File: src/rtl/gpkt_pkg.sv
package gpkt_pkg;
   localparam int WORD_W = 128;
   localparam int REG_W  = 64;
   localparam int ADDR_W = 8;
   localparam int DESC_W = 4;
   localparam int NDESC  = 16;
   localparam int LOOP_W = 15;

   typedef enum logic [1:0] {
      FMT_PACKED    = 2'd0,
      FMT_REGLIST   = 2'd1,
      FMT_IMAGE     = 2'd2,
      FMT_IMAGE_ALT = 2'd3
   } fmt_e;

   typedef struct packed {
      logic [LOOP_W-1:0]       loops;
      logic                    last_pkt;
      logic                    pre;
      logic [10:0]             prim;
      fmt_e                    fmt;
      logic [DESC_W-1:0]       nreg;
      logic [NDESC*DESC_W-1:0] descs;
      logic                    ad_only;
   } tag_t;

   localparam logic [DESC_W-1:0] D_PRIM  = 4'h0;
   localparam logic [DESC_W-1:0] D_RGBA  = 4'h1;
   localparam logic [DESC_W-1:0] D_UV    = 4'h3;
   localparam logic [DESC_W-1:0] D_XYZF2 = 4'h4;
   localparam logic [DESC_W-1:0] D_XYZ2  = 4'h5;
   localparam logic [DESC_W-1:0] D_FOG   = 4'hA;
   localparam logic [DESC_W-1:0] D_AD    = 4'hE;
   localparam logic [DESC_W-1:0] D_NOP   = 4'hF;
   localparam logic [ADDR_W-1:0] A_XYZF3 = 8'h0C;
   localparam logic [ADDR_W-1:0] A_XYZ3  = 8'h0D;
endpackage

File: src/rtl/gpkt_tag_dec.sv
module gpkt_tag_dec
   import gpkt_pkg::*;
(
   input  logic [WORD_W-1:0] word,
   output tag_t              tag
);
   wire unused_tag_gap = ^word[45:16];

   always_comb begin
      tag.loops    = word[14:0];
      tag.last_pkt = word[15];
      tag.pre      = word[46];
      tag.prim     = word[57:47];
      tag.fmt      = fmt_e'(word[59:58]);
      tag.nreg     = word[63:60];
      tag.descs    = word[127:64];
      tag.ad_only  = (word[63:60] == 4'd1) && (word[67:64] == D_AD);
   end
endmodule

File: src/rtl/gpkt_loop_ctr.sv
module gpkt_loop_ctr #(
   parameter int LOOP_W = 15,
   parameter int DESC_W = 4
) (
   input  logic              clk,
   input  logic              rst_n,
   input  logic              load,
   input  logic [LOOP_W-1:0] loops_in,
   input  logic [DESC_W-1:0] nreg_in,
   input  logic              step_desc,
   input  logic              step_word,
   output logic [DESC_W-1:0] idx,
   output logic              fin_desc,
   output logic              fin_word
);
   if (LOOP_W < 1 || DESC_W < 1) begin : g_bad_width
      $error("gpkt_loop_ctr: widths must be positive");
   end

   logic [DESC_W-1:0] idx_q, nreg_q;
   logic [LOOP_W-1:0] loops_q;
   logic [DESC_W-1:0] idx_inc;
   logic              wrap;

   assign idx_inc  = idx_q + 1'b1;
   assign wrap     = (idx_inc == nreg_q);
   assign fin_desc = wrap && (loops_q == LOOP_W'(1));
   assign fin_word = (loops_q == LOOP_W'(1));
   assign idx      = idx_q;

   always_ff @(posedge clk or negedge rst_n) begin
      if (!rst_n) begin
         idx_q   <= '0;
         nreg_q  <= '0;
         loops_q <= '0;
      end else if (load) begin
         idx_q   <= '0;
         nreg_q  <= nreg_in;
         loops_q <= loops_in;
      end else if (step_desc) begin
         idx_q <= wrap ? '0 : idx_inc;
         if (wrap) loops_q <= loops_q - 1'b1;
      end else if (step_word) begin
         loops_q <= loops_q - 1'b1;
      end
   end

   assert_no_underflow_R2: assert property (@(posedge clk) disable iff (!rst_n)
      (step_desc || step_word) |-> (loops_q != '0));
   assert_idx_range_R2: assert property (@(posedge clk) disable iff (!rst_n)
      (nreg_q != '0) |-> (idx_q < nreg_q));
   assert_wrap16_R3: assert property (@(posedge clk) disable iff (!rst_n)
      (step_desc && !load && nreg_q == '0 && idx_q == '1)
      |=> (idx_q == '0 && loops_q + 1'b1 == $past(loops_q)));
endmodule

File: src/rtl/gpkt_packed_fmt.sv
module gpkt_packed_fmt
   import gpkt_pkg::*;
#(
   parameter bit ADC_REDIRECT = 1'b1
) (
   input  logic [DESC_W-1:0] desc,
   input  logic [WORD_W-1:0] word,
   output logic              wr_en,
   output logic [ADDR_W-1:0] addr,
   output logic [REG_W-1:0]  data
);
   logic adc;
   wire  unused_fmt_bits = ^word;

   if (ADC_REDIRECT) begin : g_adc
      assign adc = word[111];
   end else begin : g_no_adc
      assign adc = 1'b0;
   end

   always_comb begin
      wr_en = 1'b1;
      addr  = {4'h0, desc};
      data  = word[63:0];
      case (desc)
         D_PRIM:  data = {53'd0, word[10:0]};
         D_RGBA:  data = {32'd0, word[103:96], word[71:64], word[39:32], word[7:0]};
         D_UV:    data = {32'd0, 2'b00, word[45:32], 2'b00, word[13:0]};
         D_XYZF2: begin
            data = {word[107:100], word[91:68], word[47:32], word[15:0]};
            if (adc) addr = A_XYZF3;
         end
         D_XYZ2: begin
            data = {word[95:64], word[47:32], word[15:0]};
            if (adc) addr = A_XYZ3;
         end
         D_FOG:   data = {word[107:100], 56'd0};
         D_AD:    addr = word[71:64];
         D_NOP:   wr_en = 1'b0;
         default: ;
      endcase
   end
endmodule

File: src/rtl/gpkt_unpack.sv
module gpkt_unpack
   import gpkt_pkg::*;
#(
   parameter bit ADC_REDIRECT = 1'b1
) (
   input  logic              clk,
   input  logic              rst_n,
   input  logic              in_valid,
   output logic              in_ready,
   input  logic [WORD_W-1:0] in_word,
   output logic              wr_valid,
   output logic [ADDR_W-1:0] wr_addr,
   output logic [REG_W-1:0]  wr_data,
   output logic              raw_valid,
   output logic [WORD_W-1:0] raw_word,
   output logic              ad_only,
   output logic              pkt_done
);
   if (WORD_W != 2 * REG_W || NDESC != (1 << DESC_W)) begin : g_bad_shape
      $error("gpkt_unpack: word/descriptor geometry mismatch");
   end

   typedef enum logic [2:0] {ST_TAG, ST_PACK, ST_RLO, ST_RHI, ST_IMG} st_e;

   st_e                     st_q;
   tag_t                    tag_w;
   logic [NDESC*DESC_W-1:0] descs_q;
   logic                    eop_q;
   logic [REG_W-1:0]        hi_q;
   logic [DESC_W-1:0]       idx, desc_cur;
   logic                    fin_desc, fin_word;
   logic                    accept, load, step_desc, step_word;
   logic                    pk_en, rl_en;
   logic [ADDR_W-1:0]       pk_addr;
   logic [REG_W-1:0]        pk_data;
   logic [DESC_W-1:0]       desc_tab [NDESC];

   wire unused_tag_bits = ^{tag_w.pre, tag_w.prim};

   for (genvar g = 0; g < NDESC; g++) begin : g_tab
      assign desc_tab[g] = descs_q[g*DESC_W +: DESC_W];
   end
   assign desc_cur = desc_tab[idx];

   assign in_ready  = (st_q != ST_RHI);
   assign accept    = in_valid && in_ready;
   assign load      = accept && (st_q == ST_TAG);
   assign step_desc = (accept && (st_q == ST_PACK || st_q == ST_RLO)) || (st_q == ST_RHI);
   assign step_word = accept && (st_q == ST_IMG);
   assign rl_en     = (desc_cur != D_AD) && (desc_cur != D_NOP);

   gpkt_tag_dec u_dec (.word(in_word), .tag(tag_w));

   gpkt_loop_ctr #(.LOOP_W(LOOP_W), .DESC_W(DESC_W)) u_ctr (
      .clk(clk), .rst_n(rst_n), .load(load), .loops_in(tag_w.loops),
      .nreg_in(tag_w.nreg), .step_desc(step_desc), .step_word(step_word),
      .idx(idx), .fin_desc(fin_desc), .fin_word(fin_word));

   gpkt_packed_fmt #(.ADC_REDIRECT(ADC_REDIRECT)) u_fmt (
      .desc(desc_cur), .word(in_word), .wr_en(pk_en), .addr(pk_addr), .data(pk_data));

   always_ff @(posedge clk or negedge rst_n) begin
      if (!rst_n) begin
         st_q      <= ST_TAG;
         descs_q   <= '0;
         eop_q     <= 1'b0;
         hi_q      <= '0;
         wr_valid  <= 1'b0;
         wr_addr   <= '0;
         wr_data   <= '0;
         raw_valid <= 1'b0;
         raw_word  <= '0;
         ad_only   <= 1'b0;
         pkt_done  <= 1'b0;
      end else begin
         wr_valid  <= 1'b0;
         raw_valid <= 1'b0;
         pkt_done  <= 1'b0;
         case (st_q)
            ST_TAG: if (accept) begin
               descs_q <= tag_w.descs;
               eop_q   <= tag_w.last_pkt;
               ad_only <= tag_w.ad_only;
               if (tag_w.loops == '0) begin
                  pkt_done <= tag_w.last_pkt;
               end else begin
                  case (tag_w.fmt)
                     FMT_PACKED:  st_q <= ST_PACK;
                     FMT_REGLIST: st_q <= ST_RLO;
                     default:     st_q <= ST_IMG;
                  endcase
               end
            end
            ST_PACK: if (accept) begin
               wr_valid <= pk_en;
               wr_addr  <= pk_addr;
               wr_data  <= pk_data;
               if (fin_desc) begin
                  st_q     <= ST_TAG;
                  pkt_done <= eop_q;
               end
            end
            ST_RLO: if (accept) begin
               wr_valid <= rl_en;
               wr_addr  <= {4'h0, desc_cur};
               wr_data  <= in_word[REG_W-1:0];
               hi_q     <= in_word[WORD_W-1:REG_W];
               if (fin_desc) begin
                  st_q     <= ST_TAG;
                  pkt_done <= eop_q;
               end else begin
                  st_q <= ST_RHI;
               end
            end
            ST_RHI: begin
               wr_valid <= rl_en;
               wr_addr  <= {4'h0, desc_cur};
               wr_data  <= hi_q;
               if (fin_desc) begin
                  st_q     <= ST_TAG;
                  pkt_done <= eop_q;
               end else begin
                  st_q <= ST_RLO;
               end
            end
            ST_IMG: if (accept) begin
               raw_valid <= 1'b1;
               raw_word  <= in_word;
               if (fin_word) begin
                  st_q     <= ST_TAG;
                  pkt_done <= eop_q;
               end
            end
            default: st_q <= ST_TAG;
         endcase
      end
   end

   assert_done_pulse_R11: assert property (@(posedge clk) disable iff (!rst_n)
      pkt_done |=> !pkt_done);
   assert_done_ready_R11: assert property (@(posedge clk) disable iff (!rst_n)
      pkt_done |-> in_ready);
   assert_tag_silent_R1: assert property (@(posedge clk) disable iff (!rst_n)
      (st_q == ST_TAG) |=> (!wr_valid && !raw_valid));
   assert_image_no_write_R10: assert property (@(posedge clk) disable iff (!rst_n)
      (st_q == ST_IMG) |=> !wr_valid);
endmodule

File: config.mk
export PLATFORM = sky130hd
export DESIGN_NAME = gpkt_unpack
export DESIGN_NICKNAME = d
export VERILOG_FILES = /design/src/rtl/gpkt_pkg.sv /design/src/rtl/gpkt_tag_dec.sv /design/src/rtl/gpkt_loop_ctr.sv /design/src/rtl/gpkt_packed_fmt.sv /design/src/rtl/gpkt_unpack.sv
export SDC_FILE = /design/constraint.sdc
export NUM_CORES = 1
export LEC_CHECK = 0
export ABC_CLOCK_PERIOD_IN_PS = 4530
export BUFFER_PORTS_ARGS = -buffer_cell sky130_fd_sc_hd__buf_2
export CAP_MARGIN = 20
export CORE_MARGIN = 4
export CORE_UTILIZATION = 61
export DETAILED_ROUTE_END_ITERATION = 6
export PLACE_DENSITY = 0.94
export SLEW_MARGIN = 25
export SYNTH_ARGS = -nofsm -noshare
export SYNTH_HDL_FRONTEND = slang
export SYNTH_HIERARCHICAL = 1
export SYNTH_SLANG_ARGS = --single-unit
File: constraint.sdc
create_clock -name clk -period 4.53 [get_ports clk]
set_input_delay 0.2265 -clock clk [delete_from_list [all_inputs] [get_ports clk]]
set_output_delay 0.2265 -clock clk [all_outputs]
set_load 0.05 [all_outputs]
==> impl_results.md, run 1 <==
* Status: finished, final reports clean
* Initial DRC Count at 1965
* Post-Syn Nets at 1658
* Gp weighted congestion at 0.909
* Final setup TNS at 0 ps
* Post-route cell area at 0.0209 mm^2
* Crit Path Class: reg -> reg
* Max-slew violation count at 0
* Placed Area at between 0.015 and 0.02 mm^2
* Postcts setup bufs at 0
* Htree depth at 2
* Element type at the critical path start: flop
* CP Capture Type: flop
* Yosys Warn Count at 6
* Endpoints failing hold at 0
* Cell mode on critical path: buf_4
* Ports at 336
* CTS tree: done
* RSZ-0062 raised after global routing: no
* Fillers at 1821
* Initial antenna violation count at 1
* Gate Count Post-Synth at roughly 1.5k
* CTS buffer count at 38
* First-pass GRT wire length at 86400 um
* Hold-fix buffers, CTS at 37
* Avg Cell Area, Syn at 11.7 um^2
* Port bufs at 335
* Post-route clock skew at 26.3 ps
* HPWL after DPL at 36300 um
* Nets@finish at 1897
* Area delta synth->final at 16.5%
* Hold Worst Slack at 6.31 ps
* FF+latch area at 0.00899 mm^2
* Vias at 14.5k
* Clock Path Buffers at 3
* Total wire length at 57600 um
* Finish-stage setup viols at 0
* Rows at 62
* Hold WC Path Type: in -> reg
* Die height at ~180 um
* CP max FO at 48
* Largest net degree at the start of global routing at 160
* Final period util at 90.0%
* Die ar. at 0.0322 mm^2
* Number of max-cap violations at 0
* Normalized max-slew margin at a little over a quarter
* Multi-input logic area at 0.00772 mm^2
* Post-CTS sizing at 0
* Via density at ~6.7
* Share of layout cells above drive strength 1 at 41.0%
* DR WL/cell at between 20 and 30 um
* Clk slew on worst S/H paths at 70 ps
* Clk sink count at 359
* Crit-path max cell delay at 720 ps
* Post-route minimum period at roughly 4100 ps
* Max Fclk at between 0.2 and 0.25 GHz
* Vias in the first global route at 14.6k
* Post-route DRC at 0
* DIE WIDTH at ~180 um
* Initial Utilization at 62.0%
* TritonRoute pass-1 iters at 7
* Crit path required time at 4870 ps
* Netlist Area Pre-Place at 0.0179 mm^2
* Total gr overflow at 0
* CTS Root Cell: clkbuf_16
* CP max-delay cell: mux4_2
* Core Box Area at 0.0289 mm^2
* Skew-Pair Late Insertion Delay at 550 ps
* Crit path DAT at 4420 ps
* Post-DRT Antenna Nets at 0
* CP cell instances: buf_4 > mux4_1 > mux4_2 > nor4bb_2 > buf_4 > nor2_4 > buf_12 > a21o_1 > a21oi_1 > o21ai_0
* Worst slew pin tran at 1110 ps
* Overall routing resource usage at between 30% and 40%
routing by layer:
metal,vias to the layer above,share of wire (%),track usage (%)
met2,1257,45,54.7
li1,5847,-,-
met1,7021,35,44.5
met3,355,12,9.32
met4,0,7.8,21.3
met5,-,0,0
state kept, by name, summed over array words and instances, names as in the netlist, 3 cells and up:
register and count:
wr_data 64, u_ctr/nreg_q 4, wr_addr 8, raw_word 128, u_ctr/idx 4, descs_q 64
st_q 3, hi_q 64, u_ctr/loops_q 15
layout by cell type (no fill, tap or decap), types with 4 or more instances in the layout:
cell and n:
nor2b_1 16, o22ai_1 4, bufinv_16 8, nand2b_1 8, buf_4 11, inv_1 13
a21o_1 32, dlygate4sd3_1 38, mux2i_1 72, clkinvlp_4 6, nand2_1 100, o21ai_0 80
clkbuf_8 6, nor3_1 11, nor4_1 9, o21ai_1 5, and2_1 4, clkbuf_16 38
buf_2 334, clkinv_2 7, mux4_2 12, buf_12 4, dfrtp_1 358, a22o_1 56
a31oi_1 7, nor2_1 94, a21oi_1 80, nand3_1 12, mux2_2 279, mux4_1 5
final timing paths:
check / startpoint / endpoint / slack [ps] / cells past startpoint
setup reg to reg: u_ctr/idx[0]$_DFFE_PN0P_ / wr_data[32]$_DFFE_PN0P_ / 450 / 10
hold reg to reg: wr_data[6]$_DFFE_PN0P_ / wr_data[6]$_DFFE_PN0P_ / 480 / 2
max in group asynchronous: rst_n / wr_data[62]$_DFFE_PN0P_ / 2910 / 3
setup / recovery: u_ctr/idx[0]$_DFFE_PN0P_ / wr_data[32]$_DFFE_PN0P_ / 450 / 10
min in group asynchronous: rst_n / raw_word[1]$_DFFE_PN0P_ / 320 / 2
hold / removal: in_word[114] / descs_q[50]$_DFFE_PN0P_ / 6 / 2
critical path: cells and delay by family (launching register included):
| family | cells | cell delay, ps |
|---|---|---|
| and+or+nand+nor | 2 | 540 |
| AOI/OAI and AO/OA | 3 | 640 |
| buffers and inverters | 3 | 860 |
| DFF | 1 | 380 |
| muxes | 2 | 1430 |
area by class of cell:
type	count	area share [%]
multi-input cells	962	37.0
well taps	384	2.30
repair buffers	388	10.7
clock inverters	24	1.70
clock buffers	45	4.97
flip-flops and latches	359	43.1
diodes	1	0.0120
inverters	14	0.252
through the flow:
step           utilization, %  std cells  setup WS [ps]
2_1_floorplan               -       1524           1550
3_3_place_gp             66.2       2069            985
3_5_place_dp             66.2       2069            818
4_1_cts                  72.3       2175            707
5_1_grt                  72.3       2176            368
6_report                 72.3       2177            454
Power of run 1 is left out: the tool's default activity adds up to more than one toggle a clock period on the data nets, which glitch-free logic cannot reach.
==> inputs of run 2 (changes only) <==
Settings changed: CORE_UTILIZATION 61 to 50, PLACE_DENSITY 0.94 to 0.8.
==> impl_results.md, run 2 (same netlist as run 1, synthesis figures left out) <==
* Crit path DAT at 4070 ps (-350 ps)
* Vias in the first global route at 13.5k (-7.6%)
* Crit path required time at 4900 ps (+30 ps)
* Setup crit start: u_ctr/idx[0]$_DFFE_PN0P_
* Routing usage on met3 at 6.24% (-3.1 points)
* P_leak at 9.66 nW
* Post-route DRC at 0 (unchanged)
* Htree depth at 2 (unchanged)
* Port bufs at 335 (unchanged)
* Ports at 336 (unchanged)
* Largest net degree at the start of global routing at 113 (-29%)
* Worst slew pin tran at 1020 ps (-87.1 ps)
* Final setup TNS at 0 ps (unchanged)
* Layout Cells excl Fill at 2284 (+4.9%)
* Endpoints failing hold at 0 (unchanged)
* Vias at 13.7k (-5.7%)
* Post-route clock skew at 22.0 ps (-4.29 ps)
* Max reg flops at 128 (unchanged)
* Placed Cells incl. Taps at 2150 (+3.9%)
* Initial DRC Count at 1168 (-41%)
* RSZ-0062 raised after global routing: no
* Most common cell after layout, fill and taps aside: dfrtp_1
* CP max FO at 48 (unchanged)
* Grt peak-use layer: met2
* Post-CTS sizing at 0 (unchanged)
* Hold Worst Slack at 17.4 ps (+11.1 ps)
* FF+latch area at 0.00899 mm^2 (unchanged)
* CTS buffer count at 41 (+7.9%)
* RR Startpoint: u_ctr/idx[0]$_DFFE_PN0P_
* Finish-stage setup viols at 0 (unchanged)
* Die height at 197 um (+10%)
* Clock Path Buffers at 3 (unchanged)
* Clk slew on worst S/H paths at 60 ps (about the same)
* Via density at 5.98 (-10%)
* CTS Root Cell: clkbuf_16
* Number of max-cap violations at 0 (unchanged)
* Multi-input logic area at 0.00772 mm^2 (about the same)
* Gp weighted congestion at 0.922 (+1.4%)
* Pwr Density at 936 mW/mm^2
* Crit Path Class: reg -> reg
* Normalized max-slew margin at 31.9% (+5.8 points)
* Total wire length at 54600 um (-5.3%)
* Hold-fix buffers, CTS at 57 (+54%)
* Postcts setup bufs at 0 (unchanged)
* Max Fclk at 0.270 GHz (+10%)
* Rows at 69 (+11%)
* Nets@finish at 1923 (+1.4%)
* HPWL after DPL at 37400 um (+3.1%)
* Max-slew violation count at 0 (unchanged)
* Met1 Use GR at 35.6% (-8.9 points)
* Status: finished, final reports clean
* Clk sink count at 359 (unchanged)
* VDD IR max at between 600 and 700 uV
* Share of layout cells above drive strength 1 at 40.7% (-0.33 points)
* CP Capture Type: flop
* TritonRoute pass-1 iters at 5 (-2)
* Placed Area at 0.0192 mm^2 (+0.60%)
* DIE WIDTH at 197 um (+10%)
* Skew-Pair Late Insertion Delay at 550 ps (about the same)
* Total gr overflow at 0 (unchanged)
* Post-DRT Antenna Nets at 0 (unchanged)
* Top reg by flops: raw_word
* Min-delay src: in_word[61]
* Overall routing resource usage at 27.3% (-7.8 points)
* Post-Place Worst Slack at 906 ps (+88.2 ps)
* Fillers at 2796 (+54%)
* Post-route cell area at 0.0212 mm^2 (+1.5%)
* First-pass GRT wire length at 82400 um (-4.6%)
* Element type at the critical path start: flop
* Final period util at 81.7% (-8.3 points)
* Die ar. at 0.0389 mm^2 (+21%)
* Hold WC Path Type: in -> reg
* Worst Slack Setup Final at 831 ps (+377 ps)
* Initial Utilization at 50.5% (-12 points)
* Met2 GRT Util at 44.3% (-10 points)
* Initial antenna violation count at 3 (+2)
* CTS tree: done
* Commonest cells after routing, fill and taps aside: 358 x dfrtp_1, 334 x buf_2, 279 x mux2_2
* Area delta synth->final at 18.3%
* DR WL/cell at 23.9 um (-9.7%)
* Core Box Area at 0.0355 mm^2 (+23%)
* Post-route minimum period at 3700 ps (-377 ps)
==> run 2: path summary, 6_finish.rpt <==
check	endpoint	slack [ps]	depth (start not counted)
max in group asynchronous	raw_word[100]$_DFFE_PN0P_	2890	3
max	wr_data[20]$_DFFE_PN0P_	830	10
min	u_ctr/nreg_q[1]$_DFFE_PN0P_	20	2
max reg2reg	wr_data[20]$_DFFE_PN0P_	830	10
min reg2reg	wr_data[25]$_DFFE_PN0P_	480	2
min in group asynchronous	raw_valid$_DFF_PN0_	360	2
==> run 2: stage by stage <==
| step | total power, W | utilization, % |
|---|---|---|
| 3_3_place_gp | 0.0159 | 54.1 |
| 2_1_floorplan | 0.0139 | - |
| 4_1_cts | 0.0198 | 59.6 |
| 3_5_place_dp | 0.0163 | 54.1 |
| 6_report | 0.0198 | 59.7 |
| 5_1_grt | 0.0208 | 59.6 |
==> run 2: area by class of cell <==
class,count,area share (%)
Multi-Input combinational cell,962,36.5
Inverter,14,0.248
Antenna cell,4,0.0473
Clock inverter,13,0.662
Clock buffer,60,5.90
Sequential cell,359,42.4
Timing Repair Buffer,411,11.5
Tap cell,461,2.72
==> run 2: where the power goes <==
group	internal (W)	total [W]	switching [W]
logic	0.00385	0.0106	0.00679
registers	0.00476	0.00578	0.00103
clock network	0.00203	0.00339	0.00136
==> run 2: critical path, stage by stage, from the launching register on <==
cell and delay [ps]:
dfrtp_1 350, buf_4 250, mux4_1 570, mux4_2 670, nor4bb_2 420, buf_4 270, nor2_4 50, buf_4 320
mux2_2 370, a21oi_1 120, o21ai_0 120
==> run 2: metal layers <==
layer / wire length (um) / vias to the layer above
met4: 2400 / 4
met1: 21200 / 6825
li1: - / 5927
met3: 4990 / 158
met5: 14 / -
met2: 25900 / 736
Power figures use the tool's default switching activity.
